<file path="config.mk">
export PLATFORM = sky130hd
export DESIGN_NAME = acc_alu
export DESIGN_NICKNAME = d
export VERILOG_FILES = /design/src/rtl/acc_alu.sv
export SDC_FILE = /design/constraint.sdc
export NUM_CORES = 1
export LEC_CHECK = 0
export BUFFER_PORTS_ARGS = -buffer_cell sky130_fd_sc_hd__buf_2
export CORE_ASPECT_RATIO = 0.5
export CORE_MARGIN = 3
export CORE_UTILIZATION = 61
export CTS_BUF_LIST = sky130_fd_sc_hd__clkbuf_8
export DETAILED_ROUTE_END_ITERATION = 7
export GPL_ROUTABILITY_DRIVEN = 0
export PLACE_DENSITY = 0.83
export SLEW_MARGIN = 10
export SYNTH_ARGS = -nofsm -noshare
export SYNTH_HDL_FRONTEND = slang
export SYNTH_SLANG_ARGS = --single-unit
</file>
<file path="constraint.sdc">
create_clock -name clk -period 4.2 [get_ports clk]
set_input_delay 0.42 -clock clk [delete_from_list [all_inputs] [get_ports clk]]
set_output_delay 0.42 -clock clk [all_outputs]
set_load 0.02 [all_outputs]
</file>
<file path="src/rtl/acc_alu.sv">
module acc_alu (
  input  logic       clk,
  input  logic       rst_n,
  input  logic       exec_i,
  input  logic [3:0] op_i,
  input  logic [7:0] opd_i,
  output logic [7:0] acc_o,
  output logic [7:0] flags_o
);
  localparam logic [3:0] OP_ADD = 4'd0, OP_ADC = 4'd1, OP_SUB = 4'd2, OP_SBB = 4'd3,
                         OP_AND = 4'd4, OP_OR  = 4'd5, OP_XOR = 4'd6, OP_CMP = 4'd7,
                         OP_CPL = 4'd8, OP_ROL = 4'd9, OP_ROR = 4'd10, OP_LD = 4'd11;

  logic [7:0] acc_q, flg_q, res, nflg;
  logic [8:0] sum, dif;
  logic [4:0] nib_a, nib_s;
  logic       cy, ac, full, wr_acc;
  logic       cin_a, cin_s;

  assign cin_a = (op_i == OP_ADC) & flg_q[0];
  assign cin_s = (op_i == OP_SBB) & flg_q[0];
  assign sum   = {1'b0, acc_q} + {1'b0, opd_i} + {8'd0, cin_a};
  assign nib_a = {1'b0, acc_q[3:0]} + {1'b0, opd_i[3:0]} + {4'd0, cin_a};
  assign dif   = {1'b0, acc_q} - {1'b0, opd_i} - {8'd0, cin_s};
  assign nib_s = {1'b0, acc_q[3:0]} - {1'b0, opd_i[3:0]} - {4'd0, cin_s};

  always_comb begin
    res    = acc_q;
    nflg   = flg_q;
    cy     = 1'b0;
    ac     = 1'b0;
    full   = 1'b0;
    wr_acc = 1'b0;
    case (op_i)
      OP_ADD, OP_ADC: begin res = sum[7:0]; cy = sum[8]; ac = nib_a[4]; full = 1'b1; wr_acc = 1'b1; end
      OP_SUB, OP_SBB: begin res = dif[7:0]; cy = dif[8]; ac = nib_s[4]; full = 1'b1; wr_acc = 1'b1; end
      OP_CMP:         begin res = dif[7:0]; cy = dif[8]; ac = nib_s[4]; full = 1'b1; end
      OP_AND:         begin res = acc_q & opd_i; full = 1'b1; wr_acc = 1'b1; end
      OP_OR:          begin res = acc_q | opd_i; full = 1'b1; wr_acc = 1'b1; end
      OP_XOR:         begin res = acc_q ^ opd_i; full = 1'b1; wr_acc = 1'b1; end
      OP_CPL:         begin res = ~acc_q; wr_acc = 1'b1; end
      OP_ROL:         begin res = {acc_q[6:0], acc_q[7]}; nflg[0] = acc_q[7]; wr_acc = 1'b1; end
      OP_ROR:         begin res = {acc_q[0], acc_q[7:1]}; nflg[0] = acc_q[0]; wr_acc = 1'b1; end
      OP_LD:          begin res = opd_i; wr_acc = 1'b1; end
      default:        ;
    endcase
    if (full)
      nflg = {res[7], (res == 8'h00), 1'b0, ac, 1'b0, ~^res, 1'b0, cy};
  end

  always_ff @(posedge clk) begin
    if (!rst_n) begin
      acc_q <= 8'h00;
      flg_q <= 8'h00;
    end else if (exec_i) begin
      if (wr_acc) acc_q <= res;
      flg_q <= nflg;
    end
  end

  assign acc_o   = acc_q;
  assign flags_o = flg_q;


  idle_hold_chk: assert property (@(posedge clk) disable iff (!rst_n)
    (!exec_i || op_i > OP_LD) |=> ($stable(acc_o) && $stable(flags_o)));


  copy_flags_chk: assert property (@(posedge clk) disable iff (!rst_n)
    (exec_i && op_i == OP_LD) |=> ($stable(flags_o) && acc_o == $past(opd_i)));


  cmp_keep_acc_chk: assert property (@(posedge clk) disable iff (!rst_n)
    (exec_i && op_i == OP_CMP) |=> $stable(acc_o));


  cpl_invert_chk: assert property (@(posedge clk) disable iff (!rst_n)
    (exec_i && op_i == OP_CPL) |=> (acc_o == ~$past(acc_o) && $stable(flags_o)));


  zero_flag_chk: assert property (@(posedge clk) disable iff (!rst_n)
    (exec_i && op_i < OP_CMP) |=> (flags_o[6] == (acc_o == 8'h00)));


  rol_carry_chk: assert property (@(posedge clk) disable iff (!rst_n)
    (exec_i && op_i == OP_ROL) |=> (flags_o[0] == acc_o[0] && flags_o[7:1] == $past(flags_o[7:1])));
endmodule

</file>
### After elaboration in Yosys (flattened, before gate mapping)

Cells that the tools add are included.

* register bits after elaboration: 13
* input bits: 15
* logic and storage cells: 46

* add/sub/neg operators: 8
* eq/ne operators: 11
* multiplexer cells: 7
* bitwise operators: 6
* reduce and logical (&&, ||, !) cells: 11

Operator list (number)
* $pmux W8 S9: 1
* $eq A4 B3 Y1 const B: 4
* $eq A4 B4 Y1 const B: 4
* $reduce_or A11 Y1: 1
* $add A8 B8 Y9: 1
* $add A9 B1 Y9: 1
* $sub A8 B8 Y9: 1
* $sub A9 B1 Y9: 1
* $and A8 B8 Y8: 1
* $eq A4 B2 Y1 const B: 2
* $logic_not A8 Y1: 1
* $not A8 Y8: 1
* $or A8 B8 Y8: 1
* $reduce_or A8 Y1: 1
* $reduce_xnor A8 Y1: 1
* $xor A8 B8 Y8: 1
* $pmux W1 S2: 3
* $reduce_and A2 Y1: 3
* $add A4 B4 Y5: 1
* $add A5 B1 Y5: 1
* $sub A4 B4 Y5: 1
* $sub A5 B1 Y5: 1
* $eq A4 B1 Y1 const B: 1
* $logic_not A4 Y1: 1
* other kinds (5): 8

### Logic depth before layout (Yosys ltp)

* depth in word-level cells: 5
* gate-level depth with buffers: 19
* gate-level depth less buffers: 17

### Worst setup path before layout

Ideal clock, no wire load.

* path type: input port to flip-flop
* start point: input op_i[0]
* end point: register flg_q[2], in the netlist flags_o[2]
* library setup time: 0.128 ns
* data arrival time: 3.654 ns
* path slack: 0.418 ns
* stages: 18
* path buffers: 3
* path through: buf_4 -> buf_2 -> buf_4 -> nand4_1 -> fa_1 -> ha_1 -> nor2_1 -> fa_1 -> nand2b_1 -> a21boi_1 -> or3_1 -> a21oi_1 -> o32ai_1 -> ha_1 -> xnor2_1 -> xnor2_1 -> mux2i_1 -> nor2_1

* longest elaborated chain between the ends: 5
* elaborated cells between the ends (all ways): 23

RTL lines
* start: declaration: line 5 `input logic [3:0] op_i,`
* $eq A4 B2 Y1 / $eq A4 B1 Y1 (equally long branches): line 21, 34, 20
* $and A1 B1 Y1 (on tied branches): line 21, 20
* $sub A9 B1 Y9 / $add A9 B1 Y9 (equally long branches): line 24, 22
* $pmux W8 S9: line 34 `case (op_i)`
* $reduce_xnor A8 Y1: line 48 `nflg = {res[7], (res == 8'h00), 1'b0, ac, 1'b0, ~^res, 1'b0, cy};`
* end signal: assignment: line 57 `flg_q <= nflg;`
* end: declaration: line 14 `logic [7:0] acc_q, flg_q, res, nflg;`

Parallel ways exist; a longest one is shown, timed or not.
A chain may end at the register's enable or synchronous reset.

### Final worst setup path

* start point: register acc_q[0], in the netlist acc_o[0]
* end point: register flg_q[2], in the netlist flags_o[2]

* longest elaborated chain between the ends: 4
* elaborated cells between the ends (all ways): 10

RTL lines
* start: declaration: line 14
* start signal: assignment: line 56 `if (wr_acc) acc_q <= res;`
* $sub A8 B8 Y9 / $add A8 B8 Y9 (equally long branches): line 24, 22
* $sub A9 B1 Y9 / $add A9 B1 Y9 (equally long branches): line 24, 22
* $pmux W8 S9 (*): line 34
* $reduce_xnor A8 Y1 (*): line 48

Every way passes the cells marked *; elsewhere a longest branch is shown, timed or not.

==> results.ini <==
[cts]
cts_tree = done
cts_sinks = 13
htree_num_levels = 1
clock_path_buffers = 2
post_cts_buffers = 0
cts.repair.resized = 0
cts_root_buf = clkbuf_8
clk_pin_slew_ns = 0.07
cts_inserted_buffers = 3
cts_hold_buf = 0
clk-insertion-delay-late_ns = 0.26

[synthesis]
yosysUniqueCellTypes = 69
synth-simple-area-share_pct = 20.0
async_reset_ff_share_pct = 0
ys.flop_type = dfxtp_1
avgSynthCellArea_um2 = 7.70
synth.area.mux_share_pct = 6.01
yosysWarnings = 0
syn_inst = 330
seq_area_frac_synth_pct = 10.2
synth_area_um2 = 2540
synth_top_family_by_area = compound AO/OA/AOI/OAI gates
synthAdderAreaFrac_pct = 19.9
ys_ff_latch = 13
synth_compound_area_share_pct = 30.5
synth_edf_count = 0
synth_xor_area_share_pct = 2.76

[placed_design]
place.detailed.hpwl_um = 5660
port_buffers = 27
placed_area_um2 = 2660
dp.cells = 394

[setup_path]
critPathMaxFanout = 10
critPathKind = flip-flop to flip-flop
worstPathRequired_ns = 4.33
worstPathArrival_ns = 3.86
rrSetupSlack_ns = 0.47
ff2ff_path_depth = 15
cpPeakStageDelay_ns = 0.57
crit_slowest_cell = dfxtp_1
crit_chain = fa_1 > inv_1 > ha_1 > nor2_1 > fa_1 > nand2b_1 > a21boi_1 > or3_1 > a21oi_1 > o32ai_1 > ha_1 > xnor2_1 > xnor2_1 > mux2i_1 > nor2_1
critPathCaptureType = flip-flop
r2r-start = acc_o[0]$_SDFFE_PN0P_
rr_endpoint = flags_o[2]$_SDFFE_PN0P_
startpoint_type = flip-flop

[status]
status = finished, final reports clean

[layout]
stdcell_count = 398
fin_area_um2 = 2700
final_core_util_pct = 73.1
antenna_cells = 0
area_delta_synth_final_pct = 6.45
final_cell_mix = inv_1, ha_1, buf_2
final_nets = 401
layout-drive-gt1-share_pct = 13.5
final_common_cell = inv_1

[global_routing]
antenna_found_initial = 0
grt_pass1_wl_um = 12500
first_global_vias = 2420
grt_remaining_overflow = 0
grt_max_degree = 38
track_usage_pct = 31.4

[floorplanning]
fp.dieH_um = 51.6
die_x_um = 97.3
start_util_pct = 68.7
rows = 15
io_pins = 31
fp.coreArea_um2 = 3700
dieArea_um2 = 5020

[sta]
slew_headroom_pct = 40.4
fin_crit_ns = 3.73
min_period_over_period_pct = 88.7
timing_worst_slew_pin_value_ns = 0.888
maxSlewViolCount = 0
final_hold_viol_count = 0
tns_ns = 0
setup-violations-final = 0
fin_skew_ns = 0.00478
rsz0062_at_grt = false
max_freq_mhz = 268

[detailed_routing]
vias_per_cell = 6.87
drt_first_pass_iters = 6
vias = 2735
wl_um = 7720
drc = 0
drt-initial-drc-count = 409
wl_per_cell_um = 19.4
ant_nets = 0

[power]
p_comb_share_pct = 60.5
pwr_density_cell_nw_per_um2 = 260
pwr-share-clk_pct = 17.4
p_int_uw = 374
p_sw_uw = 328
seq_power_share_pct = 22.1
p_leak_nw = 1.24
ir_drop_mv = 0.208
p_sw_share_pct = 46.8

[job]
maxCapViolCount = 0

[min_path]
whs_path_depth = 2
hold_path_end = acc_o[1]$_SDFFE_PN0P_
hold_class = input port to flip-flop
hold_start = rst_n

worst max path at each step:
stage                                     start                       to  slack (ns)  cells past startpoint
after floorplan                         op_i[0]  flags_o[2]$_SDFFE_PN0P_        0.42                     18
after global placement                  op_i[3]  flags_o[2]$_SDFFE_PN0P_        0.52                     17
after detailed placement                op_i[3]  flags_o[2]$_SDFFE_PN0P_        0.41                     18
after CTS                 acc_o[0]$_SDFFE_PN0P_  flags_o[2]$_SDFFE_PN0P_        0.53                     15
after global routing      acc_o[0]$_SDFFE_PN0P_  flags_o[2]$_SDFFE_PN0P_        0.18                     15
final                     acc_o[0]$_SDFFE_PN0P_  flags_o[2]$_SDFFE_PN0P_        0.47                     15
state kept, by name (all words and copies together) (netlist names):
name	cells
acc_o	8
flags_o	5
synthesized netlist by cell type, types with 4 or more instances:
cell type | n | area, um2
o22ai_1 | 4 | 25.0
buf_4 | 9 | 67.6
buf_2 | 8 | 40.0
nand2b_1 | 6 | 37.5
ha_1 | 34 | 425
and3b_1 | 4 | 35.0
a31oi_1 | 6 | 37.5
inv_1 | 35 | 131
mux2i_1 | 13 | 130
xnor2_1 | 7 | 61.3
a211o_1 | 4 | 35.0
o21ai_0 | 19 | 95.1
o32ai_1 | 8 | 70.1
dfxtp_1 | 13 | 260
o211ai_1 | 6 | 45.0
a21oi_1 | 16 | 80.1
o21a_1 | 4 | 30.0
clkbuf_1 | 4 | 15.0
nor2b_1 | 10 | 62.6
nor3_1 | 10 | 50.1
nand3_1 | 5 | 25.0
fa_1 | 4 | 80.1
nand2_1 | 16 | 60.1
nor2_1 | 16 | 60.1
logic make-up after synthesis:
| group | Yosys count |
|---|---|
| and+or+nand+nor | 90 |
| muxes | 15 |
| buffers and inverters | 57 |
| DFF | 13 |
| xor gates and xnor gates | 8 |
| AOI/OAI and AO/OA | 108 |
| other | 1 |
| adders and majority gates | 38 |
per-layer routing:
layer | wire length (um) | GRT usage, % | vias to the layer above
met5 | 0 | 0 | -
met4 | 171 | 7.36 | 0
met3 | 1260 | 9.77 | 23
met2 | 3110 | 45.7 | 223
met1 | 3180 | 45.0 | 1244
li1 | - | - | 1245
power by group through the flow:
stage / logic [mW] / registers (mW) / clock network, mW
6_report: 0.425 / 0.155 / 0.122
3_3_place_gp: 0.392 / 0.157 / 0
3_5_place_dp: 0.406 / 0.158 / 0
4_1_cts: 0.410 / 0.155 / 0.123
2_1_floorplan: 0.297 / 0.168 / 0
5_1_grt: 0.461 / 0.158 / 0.128
metrics by stage:
stage | total power, mW | setup slack [ns] | hold slack [ns]
3_5_place_dp | 0.563 | 0.412 | 0.483
4_1_cts | 0.689 | 0.532 | 0.465
2_1_floorplan | 0.465 | 0.418 | 0.553
5_1_grt | 0.747 | 0.180 | 0.469
3_3_place_gp | 0.549 | 0.522 | 0.473
6_report | 0.702 | 0.474 | 0.473
cell type report:
| cell class | instances | area [um2] |
|---|---|---|
| repair buffers | 33 | 180 |
| flip-flops and latches | 13 | 260 |
| well taps | 51 | 63.8 |
| multi-input cells | 262 | 2020 |
| fillers | 318 | 993 |
| clock buffers | 3 | 41.3 |
| clock inverters | 1 | 5.00 |
| inverters | 35 | 131 |
worst max-delay path: cells and delay by family, from the launching register on:
kind | cells | cell delay (ns)
buf+inv | 1 | 0.08
fa+ha+maj | 4 | 1.44
mux | 1 | 0.14
flops | 1 | 0.57
simple gates | 4 | 0.58
compound gates | 3 | 0.50
xor+xnor | 2 | 0.29
Note: power is estimated with default switching activity, not from simulation.
